**src/rtl/bridge_seq_pkg.sv**
```systemverilog
package bridge_seq_pkg;

  typedef enum logic [2:0] {
    K_RST_LO,
    K_RST_HI,
    K_READ,
    K_WRITE,
    K_WAIT_US,
    K_WAIT_MS,
    K_END
  } step_kind_e;

  typedef struct packed {
    step_kind_e  kind;
    logic [7:0]  addr;
    logic [15:0] data;   // write data, or expected read value
    logic [15:0] dly;    // delay count for reset and wait steps
  } step_t;

  localparam int unsigned NUM_STEPS = 25;
  localparam int unsigned IDXW      = $clog2(NUM_STEPS + 1);

  localparam logic [7:0] RA_ID      = 8'hB0;
  localparam logic [7:0] RA_SYNC    = 8'hB1;
  localparam logic [7:0] RA_BACK    = 8'hB2;
  localparam logic [7:0] RA_FRONT   = 8'hB3;
  localparam logic [7:0] RA_HACT    = 8'hB4;
  localparam logic [7:0] RA_VACT    = 8'hB5;
  localparam logic [7:0] RA_VMODE   = 8'hB6;
  localparam logic [7:0] RA_CFG     = 8'hB7;
  localparam logic [7:0] RA_VCHAN   = 8'hB8;
  localparam logic [7:0] RA_PLLEN   = 8'hB9;
  localparam logic [7:0] RA_PLLW    = 8'hBA;
  localparam logic [7:0] RA_LPDIV   = 8'hBB;
  localparam logic [7:0] RA_PKTSZ   = 8'hBC;
  localparam logic [7:0] RA_PAYLD   = 8'hBF;
  localparam logic [7:0] RA_LANES   = 8'hDE;

  localparam logic [15:0] ID_VALUE    = 16'h2828;
  localparam logic [15:0] CFG_DEFAULT = 16'h0301;
  localparam logic [15:0] CFG_BASE    = 16'h0342;
  localparam logic [15:0] CFG_PCLK    = 16'h0020;
  localparam logic [15:0] CFG_STREAM  = 16'h0009;
  localparam logic [15:0] VMODE_BURST = 16'h0008;
  localparam logic [15:0] CMD_WAKE    = 16'h0011;
  localparam logic [15:0] CMD_DISP_ON = 16'h0029;

endpackage

```
**src/rtl/bridge_delay_timer.sv**
```systemverilog
module bridge_delay_timer #(
  parameter int unsigned CLK_MHZ   = 50,
  parameter int unsigned US_PER_MS = 1000
) (
  input  logic        clk,
  input  logic        rst_n,
  input  logic        load,
  input  logic        ms_unit,
  input  logic [15:0] count,
  output logic        expired
);
  localparam int unsigned USW = (CLK_MHZ > 1) ? $clog2(CLK_MHZ) : 1;
  localparam int unsigned MSW = (US_PER_MS > 1) ? $clog2(US_PER_MS) : 1;

  logic [USW-1:0] pre_us;
  logic [MSW-1:0] pre_ms;
  logic [15:0]    remain;
  logic           armed;
  logic           unit_ms;
  logic           us_tick, ms_tick, step_tick;

  assign us_tick   = (pre_us == USW'(CLK_MHZ - 1));
  assign ms_tick   = us_tick && (pre_ms == MSW'(US_PER_MS - 1));
  assign step_tick = unit_ms ? ms_tick : us_tick;
  assign expired   = armed && (remain == '0);

  always_ff @(posedge clk) begin
    if (!rst_n) begin
      pre_us  <= '0;
      pre_ms  <= '0;
      remain  <= '0;
      armed   <= 1'b0;
      unit_ms <= 1'b0;
    end else if (load) begin
      pre_us  <= '0;
      pre_ms  <= '0;
      remain  <= count;
      armed   <= 1'b1;
      unit_ms <= ms_unit;
    end else if (armed && remain != '0) begin
      pre_us <= us_tick ? '0 : pre_us + 1'b1;
      if (us_tick) pre_ms <= ms_tick ? '0 : pre_ms + 1'b1;
      if (step_tick) remain <= remain - 1'b1;
    end
  end

  AST_TMR_STEP: assert property (@(posedge clk) disable iff (!rst_n)
    (armed && !load) |=> (remain == $past(remain) || remain == $past(remain) - 16'd1));
  AST_TMR_HOLD: assert property (@(posedge clk) disable iff (!rst_n)
    (expired && !load) |=> expired);
endmodule

```
**src/rtl/bridge_step_table.sv**
```systemverilog
module bridge_step_table
  import bridge_seq_pkg::*;
#(
  parameter int unsigned RST_MS  = 10,
  parameter int unsigned LOCK_US = 500
) (
  input  logic [IDXW-1:0] idx,
  input  logic            pclk_ref,
  input  logic [7:0]      hsync_len,
  input  logic [7:0]      hbp_len,
  input  logic [7:0]      hfp_len,
  input  logic [7:0]      vsync_len,
  input  logic [7:0]      vbp_len,
  input  logic [7:0]      vfp_len,
  input  logic [15:0]     h_active,
  input  logic [15:0]     v_active,
  input  logic [1:0]      pix_fmt,
  input  logic [2:0]      lane_cnt,
  input  logic [15:0]     pll_word,
  input  logic [5:0]      lp_div,
  input  logic [15:0]     sleep_exit_ms,
  input  logic [15:0]     disp_on_ms,
  output step_t           step
);
  logic [15:0] cfg_run;
  logic [7:0]  vback, hback;
  logic [2:0]  lanes_m1;

  assign cfg_run  = CFG_BASE | (pclk_ref ? CFG_PCLK : 16'h0000);
  assign vback    = vsync_len + vbp_len;
  assign hback    = hsync_len + hbp_len;
  assign lanes_m1 = lane_cnt - 3'd1;

  function automatic step_t wr(input logic [7:0] a, input logic [15:0] d);
    return '{kind: K_WRITE, addr: a, data: d, dly: 16'd0};
  endfunction

  always_comb begin
    unique case (idx)
      5'd0:  step = '{kind: K_RST_LO, addr: 8'h00, data: 16'h0, dly: 16'(RST_MS)};
      5'd1:  step = '{kind: K_RST_HI, addr: 8'h00, data: 16'h0, dly: 16'(RST_MS)};
      5'd2:  step = '{kind: K_READ, addr: RA_ID,  data: ID_VALUE,    dly: 16'd0};
      5'd3:  step = '{kind: K_READ, addr: RA_CFG, data: CFG_DEFAULT, dly: 16'd0};
      5'd4:  step = wr(RA_SYNC,  {vsync_len, hsync_len});
      5'd5:  step = wr(RA_BACK,  {vback, hback});
      5'd6:  step = wr(RA_FRONT, {vfp_len, hfp_len});
      5'd7:  step = wr(RA_HACT,  h_active);
      5'd8:  step = wr(RA_VACT,  v_active);
      5'd9:  step = wr(RA_VMODE, VMODE_BURST | {14'd0, pix_fmt});
      5'd10: step = wr(RA_LANES, {13'd0, lanes_m1});
      5'd11: step = wr(RA_CFG,   cfg_run);
      5'd12: step = wr(RA_PLLW,  pll_word);
      5'd13: step = wr(RA_VCHAN, 16'h0000);
      5'd14: step = wr(RA_LPDIV, {10'd0, lp_div});
      5'd15: step = wr(RA_PLLEN, 16'h0001);
      5'd16: step = '{kind: K_WAIT_US, addr: 8'h00, data: 16'h0, dly: 16'(LOCK_US)};
      5'd17: step = wr(RA_PKTSZ, 16'h0001);
      5'd18: step = wr(RA_PAYLD, CMD_WAKE);
      5'd19: step = '{kind: K_WAIT_MS, addr: 8'h00, data: 16'h0, dly: sleep_exit_ms};
      5'd20: step = wr(RA_PKTSZ, 16'h0001);
      5'd21: step = wr(RA_PAYLD, CMD_DISP_ON);
      5'd22: step = '{kind: K_WAIT_MS, addr: 8'h00, data: 16'h0, dly: disp_on_ms};
      5'd23: step = wr(RA_CFG, cfg_run | CFG_STREAM);
      default: step = '{kind: K_END, addr: 8'h00, data: 16'h0, dly: 16'd0};
    endcase
  end
endmodule

```
**src/rtl/bridge_init_seq.sv**
```systemverilog
module bridge_init_seq
  import bridge_seq_pkg::*;
#(
  parameter int unsigned CLK_MHZ   = 50,
  parameter int unsigned US_PER_MS = 1000,
  parameter int unsigned RST_MS    = 10,
  parameter int unsigned LOCK_US   = 500
) (
  input  logic        clk,
  input  logic        rst_n,
  input  logic        start,
  input  logic        readback_en,
  input  logic        pclk_ref,
  input  logic [7:0]  hsync_len,
  input  logic [7:0]  hbp_len,
  input  logic [7:0]  hfp_len,
  input  logic [7:0]  vsync_len,
  input  logic [7:0]  vbp_len,
  input  logic [7:0]  vfp_len,
  input  logic [15:0] h_active,
  input  logic [15:0] v_active,
  input  logic [1:0]  pix_fmt,
  input  logic [2:0]  lane_cnt,
  input  logic [15:0] pll_word,
  input  logic [5:0]  lp_div,
  input  logic [15:0] sleep_exit_ms,
  input  logic [15:0] disp_on_ms,
  output logic        bridge_rst_n,
  output logic        acc_valid,
  input  logic        acc_ready,
  output logic        acc_write,
  output logic [7:0]  acc_addr,
  output logic [15:0] acc_wdata,
  input  logic        acc_done,
  input  logic [15:0] acc_rdata,
  output logic        busy,
  output logic        done,
  output logic        error
);
  typedef enum logic [2:0] {S_IDLE, S_EXEC, S_ISSUE, S_WAIT, S_DELAY, S_DONE, S_ERR} state_e;

  state_e          state;
  logic [IDXW-1:0] idx;
  step_t           step;
  logic [15:0]     req_exp;
  logic            tmr_load, tmr_expired;

  bridge_step_table #(.RST_MS(RST_MS), .LOCK_US(LOCK_US)) u_table (
    .idx(idx), .pclk_ref(pclk_ref),
    .hsync_len(hsync_len), .hbp_len(hbp_len), .hfp_len(hfp_len),
    .vsync_len(vsync_len), .vbp_len(vbp_len), .vfp_len(vfp_len),
    .h_active(h_active), .v_active(v_active), .pix_fmt(pix_fmt),
    .lane_cnt(lane_cnt), .pll_word(pll_word), .lp_div(lp_div),
    .sleep_exit_ms(sleep_exit_ms), .disp_on_ms(disp_on_ms),
    .step(step)
  );

  always_comb begin
    tmr_load = 1'b0;
    if (state == S_EXEC) begin
      unique case (step.kind)
        K_RST_LO, K_RST_HI:   tmr_load = 1'b1;
        K_WAIT_US, K_WAIT_MS: tmr_load = (step.dly != '0);
        default:              tmr_load = 1'b0;
      endcase
    end
  end

  bridge_delay_timer #(.CLK_MHZ(CLK_MHZ), .US_PER_MS(US_PER_MS)) u_timer (
    .clk(clk), .rst_n(rst_n), .load(tmr_load),
    .ms_unit(step.kind != K_WAIT_US), .count(step.dly),
    .expired(tmr_expired)
  );

  always_ff @(posedge clk) begin
    if (!rst_n) begin
      state        <= S_IDLE;
      idx          <= '0;
      bridge_rst_n <= 1'b1;
      acc_write    <= 1'b0;
      acc_addr     <= '0;
      acc_wdata    <= '0;
      req_exp      <= '0;
      done         <= 1'b0;
      error        <= 1'b0;
    end else begin
      unique case (state)
        S_IDLE, S_DONE, S_ERR: if (start) begin
          idx   <= '0;
          done  <= 1'b0;
          error <= 1'b0;
          state <= S_EXEC;
        end
        S_EXEC: begin
          unique case (step.kind)
            K_RST_LO: begin bridge_rst_n <= 1'b0; state <= S_DELAY; end
            K_RST_HI: begin bridge_rst_n <= 1'b1; state <= S_DELAY; end
            K_READ: if (readback_en) begin
              acc_write <= 1'b0;
              acc_addr  <= step.addr;
              acc_wdata <= '0;
              req_exp   <= step.data;
              state     <= S_ISSUE;
            end else idx <= idx + 1'b1;
            K_WRITE: begin
              acc_write <= 1'b1;
              acc_addr  <= step.addr;
              acc_wdata <= step.data;
              state     <= S_ISSUE;
            end
            K_WAIT_US, K_WAIT_MS: if (step.dly == '0) idx <= idx + 1'b1;
                                  else state <= S_DELAY;
            default: begin done <= 1'b1; state <= S_DONE; end
          endcase
        end
        S_ISSUE: if (acc_ready) state <= S_WAIT;
        S_WAIT: if (acc_done) begin
          if (!acc_write && acc_rdata != req_exp) begin
            error <= 1'b1;
            state <= S_ERR;
          end else begin
            idx   <= idx + 1'b1;
            state <= S_EXEC;
          end
        end
        S_DELAY: if (tmr_expired) begin
          idx   <= idx + 1'b1;
          state <= S_EXEC;
        end
        default: state <= S_IDLE;
      endcase
    end
  end

  assign acc_valid = (state == S_ISSUE);
  assign busy      = (state != S_IDLE) && (state != S_DONE) && (state != S_ERR);

  AST_REQ_HOLD: assert property (@(posedge clk) disable iff (!rst_n)
    (acc_valid && !acc_ready) |=> (acc_valid && $stable(acc_addr) && $stable(acc_wdata) && $stable(acc_write)));
  AST_IDLE_QUIET: assert property (@(posedge clk) disable iff (!rst_n)
    !busy |-> !acc_valid);
  AST_RST_NO_ACCESS: assert property (@(posedge clk) disable iff (!rst_n)
    !bridge_rst_n |-> !acc_valid);
  AST_FLAGS_EXCL: assert property (@(posedge clk) disable iff (!rst_n)
    !(done && error));
  AST_ERR_RST_HIGH: assert property (@(posedge clk) disable iff (!rst_n)
    error |-> bridge_rst_n);
  AST_DONE_HOLD: assert property (@(posedge clk) disable iff (!rst_n)
    (done && !start) |=> done);
  AST_BUSY_NO_RESTART: assert property (@(posedge clk) disable iff (!rst_n)
    (busy && bridge_rst_n && !acc_valid && $past(bridge_rst_n) && start) |=> bridge_rst_n);
endmodule

```
**config.mk**
```make
export PLATFORM = sky130hd
export DESIGN_NAME = bridge_init_seq
export DESIGN_NICKNAME = d
export VERILOG_FILES = /design/src/rtl/bridge_seq_pkg.sv /design/src/rtl/bridge_delay_timer.sv /design/src/rtl/bridge_step_table.sv /design/src/rtl/bridge_init_seq.sv
export SDC_FILE = /design/constraint.sdc
export NUM_CORES = 1
export LEC_CHECK = 0
export ABC_AREA = 1
export ABC_CLOCK_PERIOD_IN_PS = 3000
export BUFFER_PORTS_ARGS = -buffer_cell sky130_fd_sc_hd__buf_2
export CELL_PAD_IN_SITES_DETAIL_PLACEMENT = 1
export CELL_PAD_IN_SITES_GLOBAL_PLACEMENT = 1
export CORE_ASPECT_RATIO = 1.4
export CORE_MARGIN = 2
export CORE_UTILIZATION = 36
export CTS_BUF_LIST = sky130_fd_sc_hd__clkbuf_4 sky130_fd_sc_hd__clkbuf_8
export CTS_CLUSTER_SIZE = 28
export DETAILED_ROUTE_END_ITERATION = 8
export HOLD_SLACK_MARGIN = 0.08
export PLACE_DENSITY = 0.83
export SYNTH_ARGS = -nofsm -noshare
export SYNTH_HDL_FRONTEND = slang
export SYNTH_SLANG_ARGS = --single-unit
```
**constraint.sdc**
```tcl
create_clock -name clk -period 3 [get_ports clk]
set_input_delay 0.6 -clock clk [delete_from_list [all_inputs] [get_ports clk]]
set_output_delay 0.6 -clock clk [all_outputs]
set_load 0.05 [all_outputs]
```
Word level (Yosys, flattened, before mapping). Cells that the tools add are included.

Equality and inequality tests: 53. Multiplexer cells: 40. Reduce and logical (&&, ||, !) cells: 37. Add/sub/neg operators: 7. Bitwise logic cells: 1.

Operators by type and width (number): 43-bit case mux with 23 select lines (1); 16-bit two-way mux (4); 5-bit by 4-bit == test with 1-bit output, second input constant (8); 5-bit == test, second input constant (8); 16-bit logical NOT (2); 16-bit case mux with 2 select lines (1); 16-bit nonzero test (2); 5-bit two-way mux (6); 3-bit two-way mux (7); 3-bit inequality test, second input constant (7); 5-bit by 3-bit == test with 1-bit output, second input constant (4); 5-bit case mux with 4 select lines (1); 8-bit adder (2); 16-bit inequality test (1); 8-bit case mux with 2 select lines (1); 16-bit by 1-bit subtractor with 16-bit output, second input constant (1); 3-bit == test, second input constant (5); 3-bit case mux with 5 select lines (1); 2-bit inequality test, second input constant (7); 3-bit by 2-bit == test with 1-bit output, second input constant (4); 6-bit two-way mux (2); 3-bit case mux with 4 select lines (1); 2-bit nonzero test (6); 10-bit by 1-bit adder with 10-bit output, second input constant (1); 30 further kinds (55).

Register bits: 86. Output and inout port bits: 30. Bits of input ports: 162.

Logic depth before layout (Yosys ltp).
Word-level depth: 9. Depth in mapped cells: 19.

Cells and area by module. Synthesis repeated with hierarchy kept, for this count alone.

Cells, all modules: 1236. Area, all modules: 7255.7 µm².

By module, submodules not included: bridge_init_seq (instances 1, area each 2710.1 µm², cells an instance 410, seq. area each 1041.0 µm²); bridge_delay_timer (instances 1, area each 2303.5 µm², cells an instance 375, seq. area each 680.7 µm²); bridge_step_table (instances 1, area each 2242.2 µm², cells an instance 451, seq. area each 0.0 µm²).

Worst setup path after synthesis. Ideal clock, no wire load.

Path type: register to register. Start: register state[0]. End: register idx[2]. Stages on the path, launching flop included: 11. Slack: 363 ps. Setup time: 64 ps. Period minus slack after synthesis: 2637 ps. Buffers on the path: 0. Arrival time: 2573 ps. Path through: dfxtp_1 > nor2_1 > o21ai_0 > o22ai_1 > a31oi_1 > nand3_1 > nor2_4 > nand2_1 > inv_1 > nor2_1 > nor2_1.

Word-level cells in the longest chain between the ends: 4.

RTL lines: start, declared (RTL line bridge_init_seq.sv:42) `state_e state;`; start signal, assigned (RTL line bridge_init_seq.sv:77) `state <= S_IDLE;`; start signal, assigned (RTL line bridge_init_seq.sv:92) `state <= S_EXEC;`; start signal, assigned (RTL line bridge_init_seq.sv:96) `K_RST_LO: begin bridge_rst_n <= 1'b0; state <= S_DELAY; end`; 3-bit == test / 3-bit logical NOT (equally long branches) (RTL line bridge_init_seq.sv:87) `unique case (state)`; 3-bit OR reduction (RTL line bridge_init_seq.sv:87); 4-bit nonzero test (no line) / 2-bit inequality test (equally long branches); 8-bit AND reduction (no line); end signal, assigned (RTL line bridge_init_seq.sv:104) `end else idx <= idx + 1'b1;`; end signal, assigned (RTL line bridge_init_seq.sv:111) `K_WAIT_US, K_WAIT_MS: if (step.dly == '0) idx <= idx + 1'b1;`; end signal, assigned (RTL line bridge_init_seq.sv:122) `idx <= idx + 1'b1;`; end, declared (RTL line bridge_init_seq.sv:43) `logic [IDXW-1:0] idx;`.

Parallel ways exist; a longest one is shown, timed or not. A chain may end at the register's enable or synchronous reset.

Worst setup path after layout.
Start: register idx[0]. End: register u_timer.remain[14].

Word-level cells in the longest chain between the ends: 9.

RTL lines: 5-bit == test (RTL line bridge_step_table.sv:39) `unique case (idx)`; 2-bit OR reduction (no line); 43-bit case mux with 23 select lines (*) (RTL line bridge_step_table.sv:39); 3-bit == test, or another cell as far along (RTL line bridge_init_seq.sv:61) `unique case (step.kind)`; 2-bit OR reduction; 1-bit case mux with 2 select lines (RTL line bridge_init_seq.sv:61); 1-bit two-way mux (RTL line bridge_init_seq.sv:60) `if (state == S_EXEC) begin`; 2-bit nonzero test (no line); 2-bit AND reduction (no line); end signal, assigned (RTL line bridge_delay_timer.sv:37) `remain <= count;`; end signal, assigned (RTL line bridge_delay_timer.sv:43) `if (step_tick) remain <= remain - 1'b1;`; end, declared (RTL line bridge_delay_timer.sv:17) `logic [15:0] remain;`.

Mark *: on every way between the ends. The rest lies on a longest branch, timed or not.

==> metrics <==
Hold/Removal Path Class reg2reg; Post-DP HPWL ~20000 um; CTS sink count 85; CP dominant cell by count nand2_1; Synth area leader dfxtp_1; Critical Path Sink Type register; Hold Crit Depth 2; Min Hold Slack between 0.4 and 0.5 ns; r2r setup slk roughly 0.23 ns; Die Y roughly 160 um; Layout Nets about 1400; synthesized cell area 0.006281 mm2; Max VDD drop between 0.2 and 0.3 mV; DR DRC count 0; max cap viols 0; ranking of synthesized cells by area dfxtp_1 27%, nand2_1 15%, nor2_1 7.6%; status completed; worst r2r src idx[0]; RD Place Congestion ~0.94; I/O pin count between 150 and 200; synth unique cells between 40 and 50; htree depth 3; worst endpoint required time between 3 and 4 ns; total track usage 0.2641; critical path depth 16; Hold Vio Cnt, Final 0; Leakage Power around 0.004 uW; total wire length 24090 um; largest delay contributor family on the critical path simple AND/OR/NAND/NOR gates; largest family of logic cells by synthesized area simple AND/OR/NAND/NOR gates; Ys Warns 0; Seq/Total Area, Yosys 0.2709; worst reg-to-reg path cell count 16; Initial DRT Pass Iterations 4; Port Buf Inserts approximately 190; Adder-Cell Fraction of Synth Area 0.05737; Area Growth Syn to Fin 25.40%; initial antenna violation count 0; Async S/R FF share, synth 0; FMAX between 0.3 and 0.4 GHz; # rows 57; net count after synthesis ~1200; Final Setup Violations 0; XOR/XNOR Fraction of Synth Area 0.05438; initial core utilization 0.3639; fin crit share 0.9233; # diodes 0; GR Overflow Total 0; WP buf/inv 3; crit path to u_timer.remain[14]; slew at the pin with the worst max-slew slack 0.8868 ns; kind of critical path reg2reg; FF+latch count, synth 85; clock buffer depth 2; Tmin final between 2 and 3 ns; Final Core Density 0.4564; Slew headroom 0.4082; Top FF cell, synth dfxtp_1; CP startpoint idx[0]; Worst R2R End u_timer.remain[14]; die width 115.6 um; Worst Skew around 0.016 ns; worst stage delay on the critical path about 0.38 ns; via count about 7500; synthesized instance count between 1000 and 1500; critical-path maximum fanout 18; critical path arrival between 3 and 4 ns; Startpoint Class register; proportion of layout cells with a drive suffix above 1 0.2263; Worst path slowest cell dfxtp_2; post-synthesis simple-gate area fraction 0.3618; root buf cell clkbuf_8; later-pin clock latency in the skew report around 0.37 ns; Synth top area share 0.2709; Compound-Gate Fraction of Synth Area 0.1576; die area ~0.019 mm2; ANT nets after route 0; TritonCTS Buffers 9; hold buffers post-CTS 0; core area between 0.015 and 0.02 mm2; CTS clock-pin slew for the worst setup and hold paths 0.10 ns; vias in the first global route approximately 7900; Final Max Slew Viols 0; DRT iter0 DRCs 260; first-pass GRT wire length ~38000 um; routed vias/inst roughly 5; Avg Cell Area, Syn ~6.3 um2; PwrDens approximately 760 mW/mm2; CTS tree done; hold_sp req_exp[7]; Post-synth EDFFs 0; largest net degree at the start of global routing 37; mux cell area share after synthesis 0; worst path cell trace inv_1, ha_1, nand2_1, inv_1, nand2_1, nand2_1, nor2_2, nand2_1, nor2_4, nand2_1, nor2_2, nand2_4, buf_12, nand2_4, o21ai_1, a21oi_1; wire length per cell 16.65 um
[layer usage]
layer | GRT usage | vias to the layer above | wire [um]
met3 | 0.05208 | 68 | 1178
met4 | 0.1353 | 0 | 1248
met1 | 0.2636 | 3454 | 8878
met5 | 0 | - | 0
met2 | 0.5027 | 244 | 12780
li1 | - | 3689 | -
[what timing repair did]
action / in CTS / in global routing
setup buffers: 0 / 2
endpoints found under the setup margin: 1 / 20
pin swaps: 0 / 1
gates cloned: 0 / 0
gates resized for setup: 1 / 12
[kinds of logic (layout without fill, tap and decap cells)]
logic type | count (synthesis) | count (layout)
simple gates | 528 | 528
compound gates | 171 | 171
buf+inv | 152 | 361
flops | 85 | 85
xor+xnor | 39 | 39
fa+ha+maj | 27 | 27
[state kept, by name, summed over array words and instances (netlist names), 3 cells and up]
register and flops:
acc_addr 7, acc_wdata 16, idx 5, req_exp 16, state 3, u_timer.pre_ms 10
u_timer.pre_us 6, u_timer.remain 16
[final cells by class]
cell class	instances	area [um2]
clock inverter	7	86.33
timing repair buffer	220	1202
clock buffer	9	123.9
multi-input combinational	765	3994
sequential	85	1703
tap	236	295.3
fill	2449	9383
inverter	125	471.7
[stage by stage]
stage	instance area [um2]	TNS [ns]	std cells	setup WS [ns]	total power [uW]
floorplan	6281	0	1002	0.3634	3978
global placement	7614	0	1429	0.2178	4881
detailed placement	7614	0	1429	0.1062	4979
CTS	7826	0	1445	0.05334	5906
global route	7876	-0.1140	1447	-0.05120	6512
finish	7876	0	1447	0.2301	5972
[worst reg2reg max path, delay by kind of cell (launching register included)]
kind	cells	cell delay, ns
AO/OA/AOI/OAI	2	0.25
adder cells (fa/ha/maj)	1	0.26
buffers and inverters	3	0.33
flip-flops	1	0.38
AND/OR/NAND/NOR	10	1.47
[Yosys cell counts, types with 2 or more instances]
cell and count:
xnor2_1 14, nor2_2 8, buf_6 2, a211oi_1 3, a22o_1 10, o21bai_1 2
clkbuf_1 14, nand2_2 8, buf_4 7, ha_1 24, nor4_1 6, nand4_1 23
nor3_1 21, o21ai_0 60, o21ai_1 4, dfxtp_1 85, nor2_1 127, o211ai_1 4
nor3b_1 2, nand3_1 68, and3_1 3, buf_2 2, a221oi_1 14, or2_2 6
clkinv_1 2, o22ai_1 2, inv_2 6, xor2_1 25, fa_1 3, a21oi_1 66
nor2_4 3, inv_1 117, nand2_1 251
[layout by cell type, fill, tap and decap left out, types with 4 or more instances in the layout]
master	instances
or2_2	6
buf_4	26
inv_2	5
nand2_1	251
o211ai_1	4
nand2_2	6
nor3_1	21
inv_1	117
nor4_1	6
o21ai_1	6
nand4_1	23
nand3_1	68
buf_2	191
a22o_1	10
a21oi_1	66
a221oi_1	14
dfxtp_1	84
ha_1	24
xnor2_1	14
xor2_1	25
nor2_1	125
nor2_4	6
clkbuf_8	9
o21ai_0	58
nor2_2	7
[worst min path at each step]
| stage | slack, ns | to |
|---|---|---|
| global placement | 0.44 | req_exp[7] |
| floorplan | 0.44 | req_exp[7] |
| detailed placement | 0.46 | bridge_rst_n |
| finish | 0.47 | req_exp[7] |
| global route | 0.50 | acc_wdata[7] |
| CTS | 0.47 | acc_wdata[15] |
[power by group]
group	total, uW	internal, uW	switching [uW]
Sequential	1540	1340	204
Combinational	3540	1190	2340
Clock	895	406	489
No activity file was read; power rests on OpenSTA's default activity.
